===== src/rtl/pt_walker.sv =====
module pt_walker (
  input  logic        clk,
  input  logic        rst_n,
  input  logic [19:0] root_frame,
  input  logic        req_valid,
  output logic        req_ready,
  input  logic [31:0] req_vaddr,
  input  logic        req_write,
  input  logic        req_user,
  output logic        rsp_valid,
  input  logic        rsp_ready,
  output logic [31:0] rsp_paddr,
  output logic [1:0]  rsp_fault,
  output logic        mem_req_valid,
  input  logic        mem_req_ready,
  output logic [31:0] mem_req_addr,
  input  logic        mem_rsp_valid,
  input  logic [31:0] mem_rsp_data
);
  localparam logic [1:0] F_OK = 2'd0, F_ABSENT = 2'd1, F_PROT = 2'd2;

  typedef enum logic [1:0] {S_IDLE, S_DIR, S_LEAF, S_RESP} state_t;
  state_t      st;
  logic [31:0] va_q, paddr_q;
  logic [19:0] root_q, tbl_q;
  logic        wr_q, usr_q, sent;
  logic [1:0]  fault_q;

  wire walking = (st == S_DIR) || (st == S_LEAF);
  wire got     = walking && sent && mem_rsp_valid;
  wire present = mem_rsp_data[0];
  wire denied  = (wr_q && !mem_rsp_data[1]) || (usr_q && !mem_rsp_data[2]);
  wire big     = (st == S_DIR) && mem_rsp_data[7];

  assign req_ready     = (st == S_IDLE);
  assign rsp_valid     = (st == S_RESP);
  assign rsp_paddr     = paddr_q;
  assign rsp_fault     = fault_q;
  assign mem_req_valid = walking && !sent;
  assign mem_req_addr  = (st == S_DIR) ? {root_q, va_q[31:22], 2'b00}
                                       : {tbl_q,  va_q[21:12], 2'b00};

  always_ff @(posedge clk) begin
    if (!rst_n) begin
      st      <= S_IDLE;
      va_q    <= '0;
      root_q  <= '0;
      tbl_q   <= '0;
      wr_q    <= 1'b0;
      usr_q   <= 1'b0;
      sent    <= 1'b0;
      paddr_q <= '0;
      fault_q <= F_OK;
    end else begin
      case (st)
        S_IDLE: if (req_valid) begin
          va_q   <= req_vaddr;
          wr_q   <= req_write;
          usr_q  <= req_user;
          root_q <= root_frame;
          sent   <= 1'b0;
          st     <= S_DIR;
        end
        S_DIR, S_LEAF: begin
          if (mem_req_valid && mem_req_ready) sent <= 1'b1;
          if (got) begin
            sent <= 1'b0;
            if (!present) begin
              fault_q <= F_ABSENT;
              paddr_q <= '0;
              st      <= S_RESP;
            end else if (denied) begin
              fault_q <= F_PROT;
              paddr_q <= '0;
              st      <= S_RESP;
            end else if (big) begin
              fault_q <= F_OK;
              paddr_q <= {mem_rsp_data[31:22], va_q[21:0]};
              st      <= S_RESP;
            end else if (st == S_DIR) begin
              tbl_q <= mem_rsp_data[31:12];
              st    <= S_LEAF;
            end else begin
              fault_q <= F_OK;
              paddr_q <= {mem_rsp_data[31:12], va_q[11:0]};
              st      <= S_RESP;
            end
          end
        end
        default: if (rsp_ready) st <= S_IDLE;
      endcase
    end
  end

  p_rsp_hold_r9: assert property (@(posedge clk) disable iff (!rst_n)
    rsp_valid && !rsp_ready |=> rsp_valid && $stable(rsp_paddr) && $stable(rsp_fault));

  p_no_accept_busy_r9: assert property (@(posedge clk) disable iff (!rst_n)
    !(req_ready && (rsp_valid || mem_req_valid)));

  p_mem_hold_r10: assert property (@(posedge clk) disable iff (!rst_n)
    mem_req_valid && !mem_req_ready |=> mem_req_valid && $stable(mem_req_addr));

  p_offset_kept_r4: assert property (@(posedge clk) disable iff (!rst_n)
    rsp_valid && rsp_fault == F_OK |-> rsp_paddr[11:0] == va_q[11:0]);

  p_fault_zero_r6: assert property (@(posedge clk) disable iff (!rst_n)
    rsp_valid && rsp_fault != F_OK |-> rsp_paddr == 32'd0);

  p_rsp_data_known_r8: assert property (@(posedge clk) disable iff (!rst_n)
    got |-> !$isunknown(mem_rsp_data));
endmodule


===== config.mk =====
export PLATFORM = sky130hd
export DESIGN_NAME = pt_walker
export DESIGN_NICKNAME = d
export VERILOG_FILES = /design/src/rtl/pt_walker.sv
export SDC_FILE = /design/constraint.sdc
export NUM_CORES = 1
export LEC_CHECK = 0
export CORE_AREA = 2 2 107 109
export DETAILED_ROUTE_END_ITERATION = 6
export DIE_AREA = 0 0 109 111
export HOLD_SLACK_MARGIN = 0.15
export PLACE_DENSITY = 0.86
export SYNTH_ARGS = -nofsm -noshare
export SYNTH_HDL_FRONTEND = slang
export SYNTH_SLANG_ARGS = --single-unit

===== constraint.sdc =====
create_clock -name clk -period 4.4 [get_ports clk]
set_input_delay 0.44 -clock clk [delete_from_list [all_inputs] [get_ports clk]]
set_output_delay 0.44 -clock clk [all_outputs]
set_load 0.005 [all_outputs]

Word level (Yosys, flattened, before mapping)
Cells that the tools add are included.
{"block": "word_totals", "input_bits": 92, "regBits": 111, "wordCells": 60, "output_inout_bits": 69}
{"block": "op_classes", "eq_ne": 7, "muxes": 21, "bitwise": 2, "n_reduce_logical": 21}
{"op": "32-bit two-way mux", "n": 5}
{"op": "2-bit two-way mux", "n": 7}
{"op": "3-bit AND reduction", "n": 3}
{"op": "1-bit logical AND", "n": 7}
{"op": "1-bit two-way mux", "n": 7}
{"op": "6-bit AND reduction", "n": 1}
{"op": "2-bit equality test, second input constant", "n": 2}
{"op": "2-bit inequality test, second input constant", "n": 2}
{"op": "4-bit inequality test, second input constant", "n": 1}
{"op": "2-bit one-hot mux with 2 select lines", "n": 1}
{"op": "1-bit zero test", "n": 3}
{"op": "3-bit inequality test, second input constant", "n": 1}
{"op": "3-bit nonzero test", "n": 1}
{"op": "2-bit by 1-bit equality test with 1-bit output, second input constant", "n": 1}
{"op": "2-bit zero test", "n": 1}
{"op": "1-bit logical OR", "n": 2}
{"op": "1-bit NOT", "n": 2}
{"op": "1-bit one-hot mux with 2 select lines", "n": 1}
{"op": "2-bit AND reduction", "n": 1}
{"op": "2-bit nonzero test", "n": 1}
{"op": "2-bit OR reduction", "n": 1}

Logic depth before layout (Yosys ltp)
{"block": "depth", "ltp_word": 7, "mapped_depth": 7, "depth_no_buf": 6}

Worst setup path after synthesis
OpenSTA, ideal clock, no wires.
{"block": "synth_path", "kind": "register -> output", "start": "reg st[1]", "end": "out mem_req_addr[10]", "arrival_ns": 1.122, "path_stages_with_launch": 5, "slack_ns": 2.838, "path_cell_list": "dfxtp_1 inv_1 ha_1 buf_2 mux2_2"}
{"block": "synth_between", "elab_chain_len": 2}
{"element": "start: declaration", "line_no": "23", "rtl": "state_t st;"}
{"element": "start signal: assignment", "line_no": "45", "rtl": "st <= S_IDLE;"}
{"element": "start signal: assignment", "line_no": "62", "rtl": "st <= S_DIR;"}
{"element": "start signal: assignment", "line_no": "71", "rtl": "st <= S_RESP;"}
{"element": "2-bit by 1-bit equality test with 1-bit output", "line_no": "40", "rtl": "assign mem_req_addr = (st == S_DIR) ? {root_q, va_q[31:22], 2'b00}"}
{"element": "32-bit two-way mux", "line_no": "40"}
{"element": "end: declaration", "line_no": "16", "rtl": "output logic [31:0] mem_req_addr,"}
Every way passes these cells.

Worst setup path after layout
{"block": "layout_path", "start": "reg st[1]", "end": "out mem_req_addr[8]"}
The elaborated chain is that of the path after synthesis.

==> flow_metrics.env <==
export IMPL_status="complete, no violations"
export IMPL_area_growth_pct=37.6
export IMPL_ant_nets=0
export IMPL_clock_sinks=111
export IMPL_fmax_mhz=348
export IMPL_ys_async_sr_fraction_pct=0
export IMPL_period_share_pct=65.2
export IMPL_grt_overflow=0
export IMPL_syn_area_um2=4800
export IMPL_syn_avg_cell_area_um2=8.72
export IMPL_synth_distinct_cells=32
export IMPL_skew_ns=0.00904
export IMPL_tritoncts="done"
export IMPL_clock_path_buffers=2
export IMPL_maxSlewHeadroom_pct=28.1
export IMPL_io_buffers=150
export IMPL_worst_pin_slew_ns=1.07
export IMPL_dr_pass1_iters=4
export IMPL_final_cells=822
export IMPL_worstSetupPathType="reg -> out"
export IMPL_synth_fa_ha_area_share_pct=0.782
export IMPL_wl_mm=12.6
export IMPL_track_usage_pct=21.0
export IMPL_ys_top_cells_by_area="dfxtp_1, nand2_1, mux2_2"
export IMPL_hold_ws_ns=0.456
export IMPL_synth_top_family_by_area="simple AND/OR/NAND/NOR gates"
export IMPL_finalSetupViolations=0
export IMPL_drt_iter0_drc=230
export IMPL_final_common_cell="nand2_1"
export IMPL_hpwl_mm=8.79
export IMPL_grt_pass1_wl_mm=20.0
export IMPL_startpoint_type="flip-flop"
export IMPL_cts_root_buf="clkbuf_16"
export IMPL_hold_class="reg -> reg"
export IMPL_clk_pin_slew_ns=0.07
export IMPL_worst_ep_required_time_ns=3.96
export IMPL_cp_max_fo=25
export IMPL_multi_input_area_um2=2370
export IMPL_hold_violations=0
export IMPL_cp_slowest_cell="clkdlybuf4s50_1"
export IMPL_rsz0062_at_grt="no"
export IMPL_synthMuxAreaShare_pct=16.1
export IMPL_initial_core_util_pct=43.4
export IMPL_cts_buffers=9
export IMPL_drive_gt1_share_pct=9.57
export IMPL_synthSimpleGateAreaFrac_pct=20.3
export IMPL_grt_max_degree=122
export IMPL_synthCells=551
export IMPL_cap_violations=0
export IMPL_vias_per_cell=5.09
export IMPL_final_cell_mix="nand2_1, clkdlybuf4s50_1, dfxtp_1"
export IMPL_endpoint_kind="output pin"
export IMPL_ctsResizeCount=0
export IMPL_place_congestion=0.785
export IMPL_finalMaxSlewViolations=0
export IMPL_dieArea_um2=12100
export IMPL_io_pins=161
export IMPL_ir_drop_mv=0.270
export IMPL_synth_compound_area_share_pct=12.0
export IMPL_coreArea_um2=11100
export IMPL_cts_setup_buffers=0
export IMPL_h_tree_depth=3
export IMPL_period_minus_slack_ns=2.87
export IMPL_worstPathArrival_ns=2.43
export IMPL_yosys_area_top_type="dfxtp_1"
export IMPL_rows=39
export IMPL_drc=0
export IMPL_ys_flop_type="dfxtp_1"
export IMPL_tns_ns=0
export IMPL_cts_hold_buf=0
export IMPL_num_fill_cells=965
export IMPL_synth_xor_area_share_pct=0
export IMPL_critPathMaxStageDelay_ns=0.45
export IMPL_dieHeight_um=111
export IMPL_ys_warn_count=0
export IMPL_wl_per_cell_um=15.3
export IMPL_synth_top_area_share_pct=46.3
export IMPL_synth_edf_count=0
export IMPL_antennaDiodeCount=0
export IMPL_seq_area_um2=2220
export IMPL_nNetsFinal=769
export IMPL_leakage_nw=2.60
export IMPL_crit_chain="inv_1, ha_1, buf_4, mux2_2, clkdlybuf4s50_1"
export IMPL_antenna_found_initial=0
export IMPL_clk_latency_ns=0.34
export IMPL_die_x_um=109
export IMPL_grt_pass1_vias=4172
export IMPL_numPlacedInstances=806
export IMPL_p_per_area_nw_per_um2=394
export IMPL_ys_ff_latch=111
export IMPL_ys_seq_area_share_pct=46.3
export IMPL_vias=4183
[Yosys cell counts (2+ instances only)]
library cell  count
a21boi_0         55
a31o_2            2
and3_1            3
and3b_1           2
buf_1             2
buf_2            12
buf_4             6
buf_6             2
clkbuf_1         18
clkbuf_2          2
dfxtp_1         111
ha_1              3
inv_1             2
mux2_2           40
mux2i_1          32
nand2_1         188
nand2b_1          4
nand3_1          33
o21ai_0          17
o21ai_1           5
[area by class of cell]
class                   count  share of cell area [%]
well taps                 143                    2.71
clock buffers              12                    3.88
inverters                   2                   0.114
repair buffers            153                    23.0
flip-flops and latches    111                    33.6
multi-input cells         397                    35.8
clock inverters             4                   0.814
[final timing paths]
check	start	to	slack, ns	cells past startpoint
worst max-delay path	st[1]	mem_req_addr[8]	1.53	5
worst min-delay path	tbl_q[0]	tbl_q[0]	0.46	2
worst max register to register	st[1]	rsp_paddr[25]	1.61	7
worst min register to register	tbl_q[0]	tbl_q[0]	0.46	2
[per-layer routing]
layer  vias to the layer above  routed length [um]  track usage, %  part of all wire, %
met2                       106                6530            38.0                   52
met3                        17                 815            6.06                  6.5
met5                         -                   0               0                    0
met1                      1980                5120            23.7                   41
li1                       2080                   -               -                    -
met4                         0                 149            5.13                  1.2
[logic make-up (layout without fill, tap and decap cells)]
family	Yosys count	after routing
DFF	111	111
AOI/OAI and AO/OA	84	84
and+or+nand+nor	236	236
adders and majority gates	3	3
other	1	2
buffers and inverters	44	171
muxes	72	72
[through the flow]
stage | util [%] | area [um^2] | setup WS [ns] | total power [mW]
floorplan | - | 4810 | 2.84 | 1.53
global placement | 56.9 | 6300 | 1.72 | 1.78
finish | 59.7 | 6610 | 1.53 | 2.60
CTS | 59.7 | 6610 | 1.50 | 2.63
detailed placement | 56.9 | 6300 | 1.58 | 1.80
global route | 59.7 | 6610 | 1.38 | 2.73
[worst max-delay path: cells and delay by family (launching register included)]
family     cells  cell delay (ns)
mux            1             0.40
flops          1             0.33
fa+ha+maj      1             0.40
buf+inv        3             0.95
[flip-flops by register name, indices dropped and copies added (netlist names)]
name / count
st: 2
rsp_fault: 2
usr_q: 1
va_q: 32
wr_q: 1
rsp_paddr: 32
sent: 1
tbl_q: 20
root_q: 20
[power by group]
| part | switching, mW | internal (mW) | leakage (nW) |
|---|---|---|---|
| Sequential | 0.0430 | 1.08 | 0.903 |
| Clock | 0.357 | 0.474 | 0.145 |
| Combinational | 0.325 | 0.324 | 1.55 |
(Power assumes the default switching activity.)
